### src/rtl/assoc_array.sv
module assoc_array #(
  parameter int WORDS = 8,
  parameter int BITS  = 16,
  parameter int FIELD = 4,
  localparam int AW = (WORDS > 1) ? $clog2(WORDS) : 1,
  localparam int CW = (BITS > 1) ? $clog2(BITS) : 1,
  localparam int FW = (FIELD > 1) ? $clog2(FIELD) : 1
) (
  input  logic             clk,
  input  logic             rst,
  input  logic             cmd_valid,
  input  logic [1:0]       cmd_op,
  input  logic [AW-1:0]    cmd_addr,
  input  logic [CW-1:0]    cmd_col,
  input  logic [BITS-1:0]  cmd_data,
  input  logic             cmd_mask,
  output logic             busy,
  output logic             done,
  output logic             err,
  output logic [WORDS-1:0] tag_a,
  output logic [WORDS-1:0] tag_b
);

  typedef enum logic [1:0] {OP_WRITE = 2'd0, OP_PAT = 2'd1, OP_CMP = 2'd2, OP_OR = 2'd3} op_e;

  logic [BITS-1:0]  mem [WORDS];
  logic [WORDS-1:0] mask_q, a_q, b_q;
  logic [FIELD-1:0] pat_q;
  logic [CW-1:0]    col_q;
  logic [FW-1:0]    step_q;
  logic             busy_q, done_q, err_q;

  wire [CW-1:0] cur_col = col_q + CW'(step_q);
  wire          win_ok  = (int'(cmd_col) + FIELD) <= BITS;
  wire          col_ok  = int'(cmd_col) < BITS;
  wire          last    = int'(step_q) == FIELD - 1;
  wire          pbit    = pat_q[step_q];

  always_ff @(posedge clk) begin
    if (rst) begin
      for (int w = 0; w < WORDS; w++) mem[w] <= '0;
      mask_q <= '1;
      a_q    <= '0;
      b_q    <= '0;
      pat_q  <= '0;
      col_q  <= '0;
      step_q <= '0;
      busy_q <= 1'b0;
      done_q <= 1'b0;
      err_q  <= 1'b0;
    end else begin
      done_q <= 1'b0;
      err_q  <= 1'b0;
      if (busy_q) begin
        for (int w = 0; w < WORDS; w++)
          if (mask_q[w]) a_q[w] <= a_q[w] & (mem[w][cur_col] == pbit);
        if (last) begin
          busy_q <= 1'b0;
          done_q <= 1'b1;
        end else begin
          step_q <= step_q + 1'b1;
        end
      end else if (cmd_valid) begin
        case (op_e'(cmd_op))
          OP_WRITE: if (int'(cmd_addr) < WORDS) begin
            mem[cmd_addr]    <= cmd_data;
            mask_q[cmd_addr] <= cmd_mask;
          end
          OP_PAT: pat_q <= cmd_data[FIELD-1:0];
          OP_CMP: if (win_ok) begin
            col_q  <= cmd_col;
            step_q <= '0;
            busy_q <= 1'b1;
            for (int w = 0; w < WORDS; w++)
              if (mask_q[w]) a_q[w] <= 1'b1;
          end else begin
            err_q <= 1'b1;
          end
          OP_OR: if (col_ok) begin
            for (int w = 0; w < WORDS; w++)
              if (mask_q[w]) b_q[w] <= mem[w][cmd_col] | a_q[w];
            done_q <= 1'b1;
          end else begin
            err_q <= 1'b1;
          end
          default: ;
        endcase
      end
    end
  end

  assign busy  = busy_q;
  assign done  = done_q;
  assign err   = err_q;
  assign tag_a = a_q;
  assign tag_b = b_q;

endmodule

### config.mk
export PLATFORM = sky130hd
export DESIGN_NAME = assoc_array
export DESIGN_NICKNAME = d
export VERILOG_FILES = /design/src/rtl/assoc_array.sv
export SDC_FILE = /design/constraint.sdc
export NUM_CORES = 1
export LEC_CHECK = 0
export ABC_AREA = 1
export BUFFER_PORTS_ARGS = -buffer_cell sky130_fd_sc_hd__buf_2
export CORE_ASPECT_RATIO = 0.9
export CORE_MARGIN = 2
export CORE_UTILIZATION = 25
export DETAILED_ROUTE_END_ITERATION = 12
export GPL_ROUTABILITY_DRIVEN = 0
export SLEW_MARGIN = 20
export SYNTH_ARGS = -nofsm -noshare
export SYNTH_HDL_FRONTEND = slang
export SYNTH_SLANG_ARGS = --single-unit
### constraint.sdc
create_clock -name clk -period 2.7 [get_ports clk]
set_clock_uncertainty 0.05 [all_clocks]
set_input_delay 0.405 -clock clk [delete_from_list [all_inputs] [get_ports clk]]
set_output_delay 0.405 -clock clk [all_outputs]
set_load 0.02 [all_outputs]
==> out/qor.txt <==
Root Driver -> clkbuf_16
most frequent cells in the layout -> nor2_1, nand2_1, nand3_1, edfxtp_1, o21ai_0
Clk pin slew, worst setup/hold paths -> 0.06 ns
antenna violations before repair -> 0
Netlist cell types -> 32
Worst Setup End Kind -> flop
die footprint -> 36400 um^2
CTS tree -> yes
type of origin of the critical path -> flop
post-CTS sizing -> 0
Max Slew Vio Count -> 0
routed length per instance -> 17.9 um
register bit total from synthesis -> 165
total negative setup slack -> 0 ns
Worst IR Drop VDD -> 0.426 mV
first-pass GRT wire length -> 43.7 mm
Max Cap Viol -> 0
Syn Area/Cell -> 8.15 um^2
RSZ-0062 raised after global routing -> false
Placed Instance Area -> 9520 um^2
Total GRT Usage -> 0.157
Seq/Total Area, Yosys -> 0.526
yosys warns -> 0
Setup violations, final -> 0
Cells after DPL -> 1551
Fin. Hold Viols -> 0
total vias in the final route -> 7956
combinational share of power -> 0.134
Iter 0 DRT Violations -> 894
DRC viols -> 0
r2r startpoint -> step_q[0]$_SDFFE_PP0P_
CTS buffer count -> 17
pin count of the biggest net entering global routing -> 65
Setup CP Type -> flop to flop
most common cell after layout, fill and taps aside -> nor2_1
Area Growth Syn to Fin -> 15.7%
clk sink count -> 165
ANT nets after route -> 0
Synth top area share -> 0.441
Reg power frac -> 0.468
Clock Path Buffers -> 2
top cells by area, synth -> edfxtp_1, nor2_1, nand3_1
Cell Rows -> 64
IO Port Bufs -> 47
HPWL after DPL -> 18.4 mm
final worst slack -> 0.296 ns
Mapped Nets -> 1103
LEAKAGE -> 4.05 nW
status -> complete, no violations
Ant. Diodes -> 0
Synth area leader -> edfxtp_1
Switching Share -> 0.269
H-Tree Depth -> 4
Slew @ Worst Pin -> 0.962 ns
Worst Hold Class -> input pin to flop
total core area -> 34200 um^2
wirelength, routed -> 28.3 mm
share of cells above drive strength 1 -> 0.121
worst slack, placed -> 0.342 ns
vias in the first global route -> 7776
power per cell area -> 613 nW/um^2
clock share of power -> 0.397
io pins -> 48
fin cells -> 1583
Crit path required time -> 3.01 ns
CTS Hold Bufs -> 0
Net Sw Power -> 0.00166 W
Critical Path Source -> step_q[0]$_SDFFE_PP0P_
Final Cycle Share -> 0.890
die height -> 181 um
Via density -> 5.03
Post-Syn Instances -> 1070
remaining global-route overflow -> 0
setup bufs post-CTS -> 0
clk_lat worst skew -> 0.44 ns
crit-path max FO -> 32
Int Pwr -> 0.00452 W
Slew headroom -> 0.358
finished layout cell area -> 10100 um^2
Tmin final -> 2.40 ns
final layout net count -> 1141
Synth Cell Area -> 8720 um^2
Starting Density -> 0.255
hold path startpoint -> cmd_valid
fmax -> 416 MHz
Die Width -> 201 um
WP data arrival -> 2.72 ns
DR pass1 iterations -> 5
Fill cells -> 3650
-- power by group through the flow --
stage	sequential, W	clock (W)	combinational, W
after floorplan	0.00295	0	0.000513
after global placement	0.00295	0	0.000808
after detailed placement	0.00295	0	0.000818
after CTS	0.00289	0.00247	0.000821
after global routing	0.00291	0.00259	0.000917
final	0.00290	0.00246	0.000832
-- state kept, by name, summed over array words and instances (netlist names) --
signal and count:
busy 1, mask_q 8, step_q 2, done 1
col_q 4, mem 128, err 1, pat_q 4
tag_b 8, tag_a 8
-- final timing paths --
path / end / cells after the start / slack, ns
hold reg to reg: tag_a[4]$_SDFFE_PP0P_ / 2 / 0.43
setup / recovery: tag_a[3]$_SDFFE_PP0P_ / 12 / 0.30
hold / removal: err$_SDFF_PP0_ / 3 / 0.27
setup reg to reg: tag_a[3]$_SDFFE_PP0P_ / 12 / 0.30
-- metrics by stage --
stage                      util  hold slack [ns]  total power (W)
after floorplan               -            0.395          0.00346
after global placement    0.278            0.410          0.00375
after detailed placement  0.278            0.412          0.00377
after CTS                 0.295            0.258          0.00619
after global routing      0.295            0.293          0.00641
final                     0.295            0.272          0.00619
-- worst max-delay path, cell delays in order, from the launching register on --
cell and delay (ns):
dfxtp_1 0.42, ha_2 0.24, fa_1 0.48, inv_1 0.13, buf_12 0.22, nand3_1 0.10, nand3_1 0.09, nand3_1 0.14
nand2_1 0.10, nand2_1 0.05, nand3_1 0.09, nand2_1 0.05, a21oi_1 0.13
-- synth_stat cells (all sizes together) --
| cell type | instances |
|---|---|
| nor2 | 265 |
| nand2 | 195 |
| nand3 | 162 |
| edfxtp | 128 |
| o21ai | 96 |
| inv | 51 |
| buf | 45 |
| dfxtp | 37 |
| a21oi | 18 |
| clkbuf | 18 |
| a31oi | 14 |
| o22ai | 13 |
| nor3 | 7 |
| o211ai | 6 |
| clkinv | 5 |
| a41oi | 3 |
| ha | 3 |
| nand4 | 3 |
| fa | 1 |
-- layer usage --
layer | track usage | share of wire
met1 | 0.208 | 0.43
met2 | 0.253 | 0.46
met3 | 0.0321 | 0.087
met4 | 0.0593 | 0.023
met5 | 0 | 0
-- final cells by class --
type	count	area, um^2	area share
Clock inverter	11	134	0.0133
Inverter	56	214	0.0212
Sequential cell	165	4580	0.454
Multi-Input combinational cell	786	3580	0.355
Timing Repair Buffer	82	561	0.0555
Clock buffer	21	440	0.0436
Tap cell	462	578	0.0573
-- cell families after synthesis --
group                    after synthesis  synth area share
adder cells (fa/ha/maj)                4           0.00660
flip-flops                           165             0.526
AO/OA/AOI/OAI                        150            0.0937
AND/OR/NAND/NOR                      632             0.310
buffers and inverters                119            0.0644
(Power assumes the default switching activity.)
